File: src/rtl/ssp_pkg.sv
package ssp_pkg;
  localparam int unsigned SS_CYCLES = 16;
  localparam int unsigned PROF_REGS = SS_CYCLES / 4;
  localparam int unsigned CNT_W     = $clog2(SS_CYCLES + 1);

  // code -> multiplier in eighths; reserved codes mean full duty
  function automatic logic [3:0] code_to_eighths(input logic [3:0] code);
    if (code == 4'd0)       return 4'd0;
    else if (code >= 4'd7)  return 4'd8;
    else                    return code + 4'd1;
  endfunction

  // reset profile: nibbles 1..8 capped at 7
  function automatic logic [7:0] prof_default(input int unsigned idx);
    logic [3:0] lo, hi;
    lo = (2*idx + 1 > 7) ? 4'd7 : 4'(2*idx + 1);
    hi = (2*idx + 2 > 7) ? 4'd7 : 4'(2*idx + 2);
    return {hi, lo};
  endfunction
endpackage

File: src/rtl/ssp_profile_regs.sv
module ssp_profile_regs
  import ssp_pkg::*;
#(
  parameter int unsigned ADDR_W = 8,
  parameter logic [ADDR_W-1:0] BASE = 8'hF0
) (
  input  logic              clk,
  input  logic              rst_n,
  input  logic              wr_en,
  input  logic [ADDR_W-1:0] addr,
  input  logic [7:0]        wdata,
  output logic [7:0]        rdata,
  input  logic [2:0]        pair_sel,
  output logic [3:0]        code
);
  localparam logic [ADDR_W-1:0] NREG_A = ADDR_W'(PROF_REGS);

  logic [7:0]        prof [PROF_REGS];
  logic [ADDR_W-1:0] off;
  logic              hit;

  assign off = addr - BASE;
  assign hit = (addr >= BASE) && (off < NREG_A);

  for (genvar i = 0; i < PROF_REGS; i++) begin : g_reg
    always_ff @(posedge clk or negedge rst_n) begin
      if (!rst_n)                                   prof[i] <= prof_default(i);
      else if (wr_en && hit && off == ADDR_W'(i))   prof[i] <= wdata;
    end

    a_r2_write_lands: assert property (@(posedge clk) disable iff (!rst_n)
      (wr_en && hit && off == ADDR_W'(i)) |=> prof[i] == $past(wdata));
  end

  assign rdata = hit ? prof[off[1:0]] : 8'h00;
  assign code  = pair_sel[0] ? prof[pair_sel[2:1]][7:4] : prof[pair_sel[2:1]][3:0];
endmodule

File: src/rtl/ssp_cycle_counter.sv
module ssp_cycle_counter
  import ssp_pkg::*;
(
  input  logic       clk,
  input  logic       rst_n,
  input  logic       burst_en,
  input  logic       lamp_tick,
  output logic [2:0] pair_sel,
  output logic       ramp_active
);
  localparam logic [CNT_W-1:0] LAST = CNT_W'(SS_CYCLES);

  logic [CNT_W-1:0] cnt;

  always_ff @(posedge clk or negedge rst_n) begin
    if (!rst_n)                        cnt <= '0;
    else if (!burst_en)                cnt <= '0;
    else if (lamp_tick && cnt != LAST) cnt <= cnt + 1'b1;
  end

  assign ramp_active = (cnt != LAST);
  assign pair_sel    = cnt[3:1];

  a_r4_no_overflow: assert property (@(posedge clk) disable iff (!rst_n)
    cnt <= LAST);
  a_r9_restart: assert property (@(posedge clk) disable iff (!rst_n)
    !burst_en |=> (ramp_active && pair_sel == 3'd0));
  a_r4_step: assert property (@(posedge clk) disable iff (!rst_n)
    (burst_en && lamp_tick && ramp_active) |=> cnt == $past(cnt) + 1'b1);
endmodule

File: src/rtl/ssp_duty_scaler.sv
module ssp_duty_scaler
  import ssp_pkg::*;
#(
  parameter int unsigned DUTY_W = 10
) (
  input  logic [DUTY_W-1:0] duty_in,
  input  logic [3:0]        code,
  output logic [DUTY_W-1:0] duty_scaled
);
  logic [3:0]      eighths;
  logic [DUTY_W:0] sum;

  always_comb begin
    eighths = code_to_eighths(code);
    sum = '0;
    if (eighths[3]) sum = sum + {1'b0, duty_in};
    if (eighths[2]) sum = sum + {1'b0, duty_in >> 1};
    if (eighths[1]) sum = sum + {1'b0, duty_in >> 2};
    if (eighths[0]) sum = sum + {1'b0, duty_in >> 3};
    duty_scaled = sum[DUTY_W-1:0];
  end
endmodule

File: src/rtl/ssp_softstart_seq.sv
module ssp_softstart_seq
  import ssp_pkg::*;
#(
  parameter int unsigned DUTY_W = 10,
  parameter int unsigned ADDR_W = 8,
  parameter logic [ADDR_W-1:0] BASE = 8'hF0
) (
  input  logic              clk,
  input  logic              rst_n,
  input  logic              burst_en,
  input  logic              lamp_tick,
  input  logic [DUTY_W-1:0] duty_in,
  input  logic              cfg_wr,
  input  logic [ADDR_W-1:0] cfg_addr,
  input  logic [7:0]        cfg_wdata,
  output logic [7:0]        cfg_rdata,
  output logic [DUTY_W-1:0] duty_out
);
  logic [2:0]        pair_sel;
  logic              ramp_active;
  logic [3:0]        code;
  logic [DUTY_W-1:0] duty_scaled;

  ssp_cycle_counter u_cnt (
    .clk(clk), .rst_n(rst_n), .burst_en(burst_en), .lamp_tick(lamp_tick),
    .pair_sel(pair_sel), .ramp_active(ramp_active)
  );

  ssp_profile_regs #(.ADDR_W(ADDR_W), .BASE(BASE)) u_regs (
    .clk(clk), .rst_n(rst_n), .wr_en(cfg_wr), .addr(cfg_addr),
    .wdata(cfg_wdata), .rdata(cfg_rdata), .pair_sel(pair_sel), .code(code)
  );

  ssp_duty_scaler #(.DUTY_W(DUTY_W)) u_scale (
    .duty_in(duty_in), .code(code), .duty_scaled(duty_scaled)
  );

  always_comb begin
    if (!burst_en)        duty_out = '0;
    else if (ramp_active) duty_out = duty_scaled;
    else                  duty_out = duty_in;
  end

  a_r7_no_exceed: assert property (@(posedge clk) disable iff (!rst_n)
    duty_out <= duty_in);
  a_r8_stays_pass: assert property (@(posedge clk) disable iff (!rst_n)
    ($past(burst_en) && burst_en && !$past(ramp_active)) |-> duty_out == duty_in);
  a_r3_idle_zero: assert property (@(posedge clk) disable iff (!rst_n)
    (!burst_en) |-> duty_out == '0);
endmodule

File: config.mk
export PLATFORM = sky130hd
export DESIGN_NAME = ssp_softstart_seq
export DESIGN_NICKNAME = d
export VERILOG_FILES = /design/src/rtl/ssp_pkg.sv /design/src/rtl/ssp_profile_regs.sv /design/src/rtl/ssp_cycle_counter.sv /design/src/rtl/ssp_duty_scaler.sv /design/src/rtl/ssp_softstart_seq.sv
export SDC_FILE = /design/constraint.sdc
export NUM_CORES = 1
export LEC_CHECK = 0
export ABC_AREA = 1
export BUFFER_PORTS_ARGS = -buffer_cell sky130_fd_sc_hd__buf_4
export CAP_MARGIN = 20
export CORE_UTILIZATION = 45
export DETAILED_ROUTE_END_ITERATION = 16
export MAX_ROUTING_LAYER = met4
export SYNTH_ARGS = -nofsm -noshare
export SYNTH_HDL_FRONTEND = slang
export SYNTH_HIERARCHICAL = 1
export SYNTH_SLANG_ARGS = --single-unit
File: constraint.sdc
create_clock -name clk -period 12.8 [get_ports clk]
set_input_delay 2.56 -clock clk [delete_from_list [all_inputs] [get_ports clk]]
set_output_delay 2.56 -clock clk [all_outputs]
set_load 0.005 [all_outputs]
==> results of run 1 <==
==> critical path, delay by kind of cell, from the launching register on <==
kind | cells | cell delay [ns]
XOR/XNOR | 2 | 0.35
flip-flops | 1 | 0.59
buffers and inverters | 6 | 0.80
adder cells (fa/ha/maj) | 4 | 1.29
AO/OA/AOI/OAI | 8 | 1.89
AND/OR/NAND/NOR | 20 | 1.92
==> Yosys cell counts <==
cell type  number  area, um^2
nand3_2         2        20.0
nor2_4          5        56.3
nor3_2          1        10.0
o211ai_1       12        90.1
nand3_1        19        95.1
o21ai_2         7        61.3
a21oi_1        17        85.1
and2_1          1        6.26
nand4_4         1        21.3
o21bai_1        2        15.0
inv_2           4        15.0
or2_2           2        12.5
buf_4           9        67.6
inv_1          85         319
a31oi_1         1        6.26
dfstp_2        15         394
nand2_2         7        43.8
ha_1           28         350
nand2_1       243         912
a21oi_2         1        8.76
dfrtp_1        22         551
o21ai_0        23         115
xor2_1          8        70.1
o21a_1          1        7.51
xnor2_1         6        52.6
o21ai_1         7        35.0
nand3b_1        3        22.5
nand4_1        39         244
nand2_4         4        45.0
buf_2           5        25.0
fa_1            3        60.1
buf_6           4        45.0
nand4_2         2        25.0
a31oi_2         1        12.5
nor2_2          6        37.5
a211oi_1        1        7.51
nor2_1         69         259
clkbuf_1        6        22.5
a21boi_1        1        7.51
nor3_4          1        16.3
==> power groups by stage <==
stage	Clock, mW	Combinational [mW]	Sequential (mW)
3_5_place_dp	0	0.116	0.130
3_3_place_gp	0	0.114	0.130
5_1_grt	0.116	0.132	0.129
2_1_floorplan	0	0.0805	0.129
6_report	0.109	0.116	0.128
4_1_cts	0.110	0.116	0.128
==> sequential cells by signal, summed over array words and instances, names as in the netlist <==
| name | cells |
|---|---|
| u_regs/prof | 32 |
| u_cnt/cnt | 5 |
==> path summary, 6_finish.rpt <==
| kind | end | cells past startpoint |
|---|---|---|
| max in group asynchronous | u_regs/prof[10]$_DFFE_PN1P_ | 1 |
| max | duty_out[9] | 40 |
| min reg2reg | u_regs/prof[2]$_DFFE_PN1P_ | 2 |
| min | u_regs/prof[2]$_DFFE_PN1P_ | 2 |
| min in group asynchronous | u_regs/prof[21]$_DFFE_PN0P_ | 1 |
| max reg2reg | u_cnt/cnt[3]$_DFFE_PN0P_ | 8 |
==> per-layer routing <==
metal | up-vias | GRT usage (%) | routed length, um
met2 | 122 | 37.2 | 4910
met4 | 0 | 4.52 | 93
met3 | 11 | 2.88 | 619
met5 | - | - | 0
li1 | 2219 | - | -
met1 | 1985 | 35.9 | 5710
==> layout make-up <==
class	count	area share [%]
multi-input cells	524	59.5
clock buffers	6	1.75
clock inverters	2	0.794
inverters	89	7.07
flip-flops and latches	37	20.0
well taps	111	2.94
repair buffers	50	7.94
==> cell families (layout without fill, tap and decap cells) <==
logic type / after synthesis / count (layout) / share of synthesized area [%]
AND/OR/NAND/NOR: 405 / 405 / 43.0
buffers and inverters: 113 / 147 / 11.6
AO/OA/AOI/OAI: 74 / 74 / 10.6
flip-flops: 37 / 37 / 22.2
adder cells (fa/ha/maj): 31 / 31 / 9.66
XOR/XNOR: 14 / 14 / 2.88
==> impl_metrics.yaml, run 1 <==
sta:
  final.min_clock_period_ns: 9.70
  setup_tns_ns: 0
  worst_pin_slew_ns: 0.798
  slew_headroom_pct: 46.6
  fin_ws_ns: 3.10
  rsz0062_at_grt: "no"
  fin_skew_ns: 0.00104
  period_share_pct: 75.8
  setup-violations-final: 0
  holdWs_ns: 0.470
  hold_viol: 0
  slew_violations: 0
  max_freq_mhz: 103
finish:
  final_area_um2: 4720
  register_area_um2: 945
  diodes: 0
  fin_nets: 769
  fin_cells: 819
  layout_common_cells: "nand2_1, inv_1, nor2_1, buf_4, nand4_1"
  final_common_cell: "nand2_1"
  drive_gt1_share_pct: 16.5
  utilization_pct: 51.4
  fillers: 989
  area_delta_synth_final_pct: 11.2
  multiInputGateArea_um2: 2810
grt:
  grt_antenna_before_repair: 0
  grt_overflow: 0
  grt_usage_pct: 24.7
  grt_pass1_wl_um: 19000
  grt_pass1_vias: 3972
  grt_max_degree: 39
route:
  vias: 4337
  first_iter_violations: 277
  routed_via_density: 5.30
  wl_um: 11300
  ant_nets: 0
  drtPass1Iterations: 5
  drc: 0
  wl_per_cell_um: 13.8
place:
  place_area_um2: 4600
  dp.cells: 811
  dp_hpwl_um: 8550
  post-place-ws_ns: 3.45
  port-buffer-count: 48
  gp_congestion: 0.828
synthesis:
  synth_area_um2: 4250
  yosys_warnings: 6
  seq_area_frac_synth_pct: 22.2
  netlist_instances: 674
  avgSynthCellArea_um2: 6.31
  ys_types: 40
  ys_seq_elements: 37
  synth_fp_nets: 736
worst_setup_path:
  crit-reg2reg-launch: "u_cnt/cnt[1]$_DFFE_PN0P_"
  startpoint_type: "register"
  cp_common_cell: "nand2_1"
  critPathKind: "register to primary output"
  path_max_fanout: 12
  cp-end-kind: "primary output"
  crit_path_top_delay_cell: "a31oi_2"
  critPathMaxStageDelay_ns: 0.63
  r2r_setup_slack_ns: 11.22
  critical_path_arrival_ns: 7.14
  required_ns: 10.24
  crit_path_start: "u_cnt/cnt[3]$_DFFE_PN0P_"
pwr:
  swShare_pct: 35.0
  combPwrFrac_pct: 32.9
  clock_power_share_pct: 30.8
  p_seq_share_pct: 36.4
  p_int_mw: 0.230
  power_density_nw_per_um2: 74.8
  ir_worst_vdd_v: 0.0000497
  switchingPower_mw: 0.124
  p_leak_nw: 2.46
  power_mw: 0.353
die:
  core_region_area_um2: 9200
  row_count: 35
  die-area_um2: 9840
  start_util_pct: 46.2
  die_y_um: 99.2
  ios: 49
  die_w_um: 99.2
clock_network:
  cts.htree.levels: 2
  post-cts-setup-buffers: 0
  root_buffer: "clkbuf_8"
  cts_tree: "done"
  cts_inserted_buffers: 5
  clock_path_buffers: 2
  clk_latency_ns: 0.29
  cts_sinks: 37
  cts.clk_slew.worst_paths_ns: 0.08
  ctsResizeCount: 0
  cts_hold_buffers: 0
min_path:
  hold_start: "u_regs/prof[2]$_DFFE_PN1P_"
  hold_path.class: "register to register"
run:
  cap_violations: 0
outcome:
  status: "complete, no violations"
Note: power is estimated with default switching activity, not from simulation.
==> inputs of run 2 (changes only) <==
--- a/config.mk
+++ b/config.mk
@@ -11,6 +11,7 @@
 export CORE_UTILIZATION = 45
 export DETAILED_ROUTE_END_ITERATION = 16
 export MAX_ROUTING_LAYER = met4
+export PLACE_DENSITY = 0.67
 export SYNTH_ARGS = -nofsm -noshare
 export SYNTH_HDL_FRONTEND = slang
 export SYNTH_HIERARCHICAL = 1
==> constraint.sdc (replaced) <==
create_clock -name clk -period 7.96 [get_ports clk]
set_input_delay 1.592 -clock clk [delete_from_list [all_inputs] [get_ports clk]]
set_output_delay 1.592 -clock clk [all_outputs]
set_load 0.005 [all_outputs]
==> run 2 against run 1 <==
  * Clock-buffer cell count is 1 lower
  * Die area stayed put
  * Worst setup slack worse by 2.5 ns
  * Hold slack better by 0.0042 ns
  * Final cell count is 0.98% higher
  * Global-route usage hardly changed
  * Utilization is 0.78 points higher
  * Routed wire length is 0.14% lower
  * Clock skew is 0.00061 ns lower
==> impl_metrics.yaml, run 2 (synthesis results as in run 1) <==
outcome:
  status: "complete, no violations"
die:
  die_y_um: 99.2
  row_count: 35
  ios: 49
  start_util_pct: 46.2
  core_region_area_um2: 9200
  die-area_um2: 9840
  die_w_um: 99.2
worst_setup_path:
  critPathKind: "register to primary output"
  crit_path_top_delay_cell: "dfrtp_4"
  critPathMaxStageDelay_ns: 0.51
  cp-end-kind: "primary output"
  critical_path_arrival_ns: 5.80
  worst-path-buf-inv: 6
  cp_common_cell: "nand2_1"
  crit_family: "simple AND/OR/NAND/NOR gates"
  path_max_fanout: 7
  required_ns: 6.37
  startpoint_type: "register"
finish:
  register_area_um2: 948
  largest_register_ffs: 32
  fin_nets: 777
  fillers: 930
  diodes: 0
  layout_common_cells: "nand2_1, inv_1, nor2_1, buf_4, nand4_1"
  area_delta_synth_final_pct: 12.8
  fin_cells: 827
  regMostFlops: "u_regs/prof"
  drive_gt1_share_pct: 18.3
  reg.largest.list: "u_regs/prof (32), u_cnt/cnt (5)"
  multiInputGateArea_um2: 2860
  final_area_um2: 4800
  final_common_cell: "nand2_1"
sta:
  period_share_pct: 92.8
  final.min_clock_period_ns: 7.39
  worst_pin_slew_ns: 0.706
  fin_skew_ns: 0.000421
  slew_headroom_pct: 52.9
  holdWs_ns: 0.475
  hold_viol: 0
  setup-violations-final: 0
  setup_tns_ns: 0
  slew_violations: 0
  max_freq_mhz: 135
  rsz0062_at_grt: "no"
clock_network:
  cts_hold_buffers: 0
  cts.htree.levels: 2
  cts_inserted_buffers: 5
  clock_path_buffers: 2
  root_buffer: "clkbuf_8"
  cts_tree: "done"
  clk_latency_ns: 0.29
  cts.clk_slew.worst_paths_ns: 0.08
  cts_sinks: 37
grt:
  grt_overflow: 0
  grt_max_degree: 38
  grt_pass1_vias: 4169
  grt_usage_pct: 24.7
  grt_pass1_wl_um: 19400
  grt_antenna_before_repair: 0
pwr:
  clock_power_share_pct: 25.0
  switchingPower_mw: 0.200
  power_mw: 0.531
  swShare_pct: 37.6
  p_leak_nw: 2.49
  combPwrFrac_pct: 36.0
  ir_worst_vdd_v: 0.000127
  power_density_nw_per_um2: 111
  p_seq_share_pct: 39.0
  p_int_mw: 0.331
place:
  place_area_um2: 4630
  gp_congestion: 0.908
  dp.cells: 814
  port-buffer-count: 48
  dp_hpwl_um: 8440
route:
  first_iter_violations: 351
  drc: 0
  wl_per_cell_um: 13.7
  routed_via_density: 5.31
  vias: 4391
  drtPass1Iterations: 7
  wl_um: 11300
  ant_nets: 0
min_path:
  hold_path.class: "register to register"
run:
  cap_violations: 0
run 2: changes by cell type in the layout (fill, tap and decap cells not counted), moves of 2 or more:
cell,before,now
buf_4,50,57
clkinv_2,0,2
ha_1,28,26
ha_4,0,2
o21ai_0,23,21
run 2: power by group through the flow:
stage          combinational, mW  sequential [mW]  clock, mW
2_1_floorplan              0.129            0.207          0
3_3_place_gp               0.181            0.210          0
3_5_place_dp               0.184            0.211          0
4_1_cts                    0.185            0.207      0.136
5_1_grt                    0.218            0.208      0.142
6_report                   0.191            0.207      0.133
run 2: worst paths after layout:
kind | startpoint | to | slack [ns] | cells past startpoint
max | u_cnt/cnt[2]$_DFFE_PN0P_ | duty_out[9] | 0.57 | 40
min | u_regs/prof[6]$_DFFE_PN1P_ | u_regs/prof[6]$_DFFE_PN1P_ | 0.47 | 2
max reg2reg | u_cnt/cnt[1]$_DFFE_PN0P_ | u_cnt/cnt[1]$_DFFE_PN0P_ | 6.45 | 8
min reg2reg | u_regs/prof[6]$_DFFE_PN1P_ | u_regs/prof[6]$_DFFE_PN1P_ | 0.47 | 2
max in group asynchronous | rst_n | u_cnt/cnt[2]$_DFFE_PN0P_ | 6.34 | 1
min in group asynchronous | rst_n | u_regs/prof[3]$_DFFE_PN0P_ | 1.25 | 1
run 2: timing repair:
item                                    in CTS  in global routing
buffers inserted                             0                  5
pin swaps                                    0                  3
endpoints found under the setup margin       1                  4
resized for setup                            1                  9
run 2: per-layer routing:
metal	GRT usage, %	wire length (um)
met4	6.67	150
met2	41.0	5390
met3	2.32	480
met5	-	0
met1	32.3	5290
run 2: area by class of cell:
class	instances	area share (%)
Clock buffer	5	1.43
Multi-Input combinational cell	524	59.5
Tap cell	111	2.90
Inverter	89	6.97
Sequential cell	37	19.8
Clock inverter	3	0.365
Timing Repair Buffer	58	9.03
run 2: through the flow:
step,utilization [%],setup slack (ns)
2_1_floorplan,-,0.819
3_3_place_gp,50.3,0.565
3_5_place_dp,50.3,0.329
4_1_cts,51.3,0.208
5_1_grt,52.1,0.00849
6_report,52.1,0.573
run 2: tightest hold or removal path: stages (launching register included):
cell	delay, ns
dfstp_2	0.37
nand2_1	0.06
nand2_1	0.05
==> inputs of run 3 (changes only) <==
--- a/config.mk
+++ b/config.mk
@@ -11,7 +11,6 @@
 export CORE_UTILIZATION = 45
 export DETAILED_ROUTE_END_ITERATION = 16
 export MAX_ROUTING_LAYER = met4
-export PLACE_DENSITY = 0.67
 export SYNTH_ARGS = -nofsm -noshare
 export SYNTH_HDL_FRONTEND = slang
 export SYNTH_HIERARCHICAL = 1
==> constraint.sdc (replaced) <==
create_clock -name clk -period 8.7 [get_ports clk]
set_input_delay 1.74 -clock clk [delete_from_list [all_inputs] [get_ports clk]]
set_output_delay 1.74 -clock clk [all_outputs]
set_load 0.005 [all_outputs]
==> run 3 against run 2 <==
  * Worst setup slack gained 0.16 ns
  * Final area shrank 2.0%
  * Clock skew rose by 0.0019 ns
  * Hold slack worse by 0.0040 ns
  * Highest routed layer unchanged
==> impl_metrics.yaml, run 3 (synthesis results as in run 1) <==
sta:
  slew_violations: 0
  fin_ws_ns: 0.728
  period_share_pct: 91.6
  setup_tns_ns: 0
  rsz0062_at_grt: "no"
  final.min_clock_period_ns: 7.97
  setup-violations-final: 0
  slew_headroom_pct: 50.5
  worst_pin_slew_ns: 0.741
  fin_skew_ns: 0.00236
  hold_viol: 0
  max_freq_mhz: 125
worst_setup_path:
  critical_path_arrival_ns: 6.23
  crit_path_top_delay_cell: "dfrtp_2"
  startpoint_type: "register"
  crit_path_start: "u_cnt/cnt[3]$_DFFE_PN0P_"
  cp_common_cell: "nand2_1"
  cp-end-kind: "primary output"
  path_max_fanout: 12
  required_ns: 6.96
  crit-reg2reg-launch: "u_cnt/cnt[1]$_DFFE_PN0P_"
  critPathMaxStageDelay_ns: 0.49
  critPathKind: "register to primary output"
place:
  dp.cells: 812
  post-place-ws_ns: 0.730
  port-buffer-count: 48
  gp_congestion: 0.833
  dp_hpwl_um: 8660
finish:
  diodes: 0
  layout_common_cells: "nand2_1, inv_1, nor2_1, buf_4, nand4_1"
  drive_gt1_share_pct: 16.9
  final_common_cell: "nand2_1"
  utilization_pct: 51.1
  reg.largest.list: "u_regs/prof (32), u_cnt/cnt (5)"
  largest_register_ffs: 32
  regMostFlops: "u_regs/prof"
  fin_cells: 820
  fin_nets: 770
  area_delta_synth_final_pct: 10.6
route:
  routed_via_density: 5.21
  ant_nets: 0
  vias: 4272
  drtPass1Iterations: 5
  wl_um: 11100
  drc: 0
  first_iter_violations: 254
  wl_per_cell_um: 13.6
clock_network:
  clock_path_buffers: 2
  cts_sinks: 37
  cts_inserted_buffers: 5
  cts_hold_buffers: 0
  root_buffer: "clkbuf_8"
  cts_tree: "done"
  clk_latency_ns: 0.29
  cts.htree.levels: 2
  cts.clk_slew.worst_paths_ns: 0.08
die:
  start_util_pct: 46.2
  die_w_um: 99.2
  core_region_area_um2: 9200
  ios: 49
  die-area_um2: 9840
  row_count: 35
  die_y_um: 99.2
grt:
  grt_max_degree: 38
  grt_pass1_vias: 3963
  grt_usage_pct: 24.6
  grt_pass1_wl_um: 19100
  grt_antenna_before_repair: 0
  grt_overflow: 0
pwr:
  power_mw: 0.482
  p_leak_nw: 2.45
  power_density_nw_per_um2: 103
  ir_worst_vdd_v: 0.0000589
run:
  cap_violations: 0
outcome:
  status: "complete, no violations"
min_path:
  hold_start: "u_regs/prof[6]$_DFFE_PN1P_"
  hold_path.class: "register to register"
==> run 3: repair_timing <==
action	in CTS	in global routing
setup endpoints to repair	0	3
setup buffers	0	0
resized for setup	0	3
==> run 3: metrics by stage <==
step,cell area (um^2),hold WS [ns]
after floorplan,4250,0.448
after global placement,4610,0.455
after global routing,4700,0.495
final,4700,0.471
after detailed placement,4610,0.458
after CTS,4700,0.472
==> run 3: path summary, 6_finish.rpt <==
check	to	slack, ns	depth (start not counted)
min in group asynchronous	u_regs/prof[20]$_DFFE_PN0P_	1.41	1
max in group asynchronous	u_regs/prof[16]$_DFFE_PN1P_	6.93	1
min	u_regs/prof[6]$_DFFE_PN1P_	0.47	2
max reg2reg	u_cnt/cnt[2]$_DFFE_PN0P_	7.13	8
max	duty_out[9]	0.73	41
min reg2reg	u_regs/prof[6]$_DFFE_PN1P_	0.47	2
==> run 3: report_power, final <==
group          switching, mW  internal (mW)  leakage (nW)
Sequential           0.00761          0.182         0.455
Clock                 0.0663         0.0554        0.0439
Combinational          0.108         0.0626          1.95
Total                  0.182          0.300          2.45
==> run 3: critical path, delay by kind of cell, from the launching register on <==
| kind | cells | cell delay [ns] |
|---|---|---|
| fa+ha+maj | 4 | 1.28 |
| xor+xnor | 2 | 0.37 |
| buf+inv | 6 | 0.67 |
| compound gates | 6 | 1.13 |
| simple gates | 23 | 2.00 |
| flops | 1 | 0.49 |
==> run 3: routing by layer <==
| metal | wire length (um) | track usage, % |
|---|---|---|
| met1 | 5870 | 36.6 |
| met2 | 4750 | 36.7 |
| met3 | 497 | 2.81 |
| met4 | 23 | 3.28 |
| met5 | 0 | - |
==> run 3: cell type report <==
cell class | instances | area, um^2
fillers | 989 | 4500
multi-input cells | 524 | 2810
flip-flops and latches | 37 | 947
repair buffers | 51 | 383
inverters | 89 | 334
well taps | 111 | 139
clock buffers | 5 | 68.8
clock inverters | 3 | 17.5
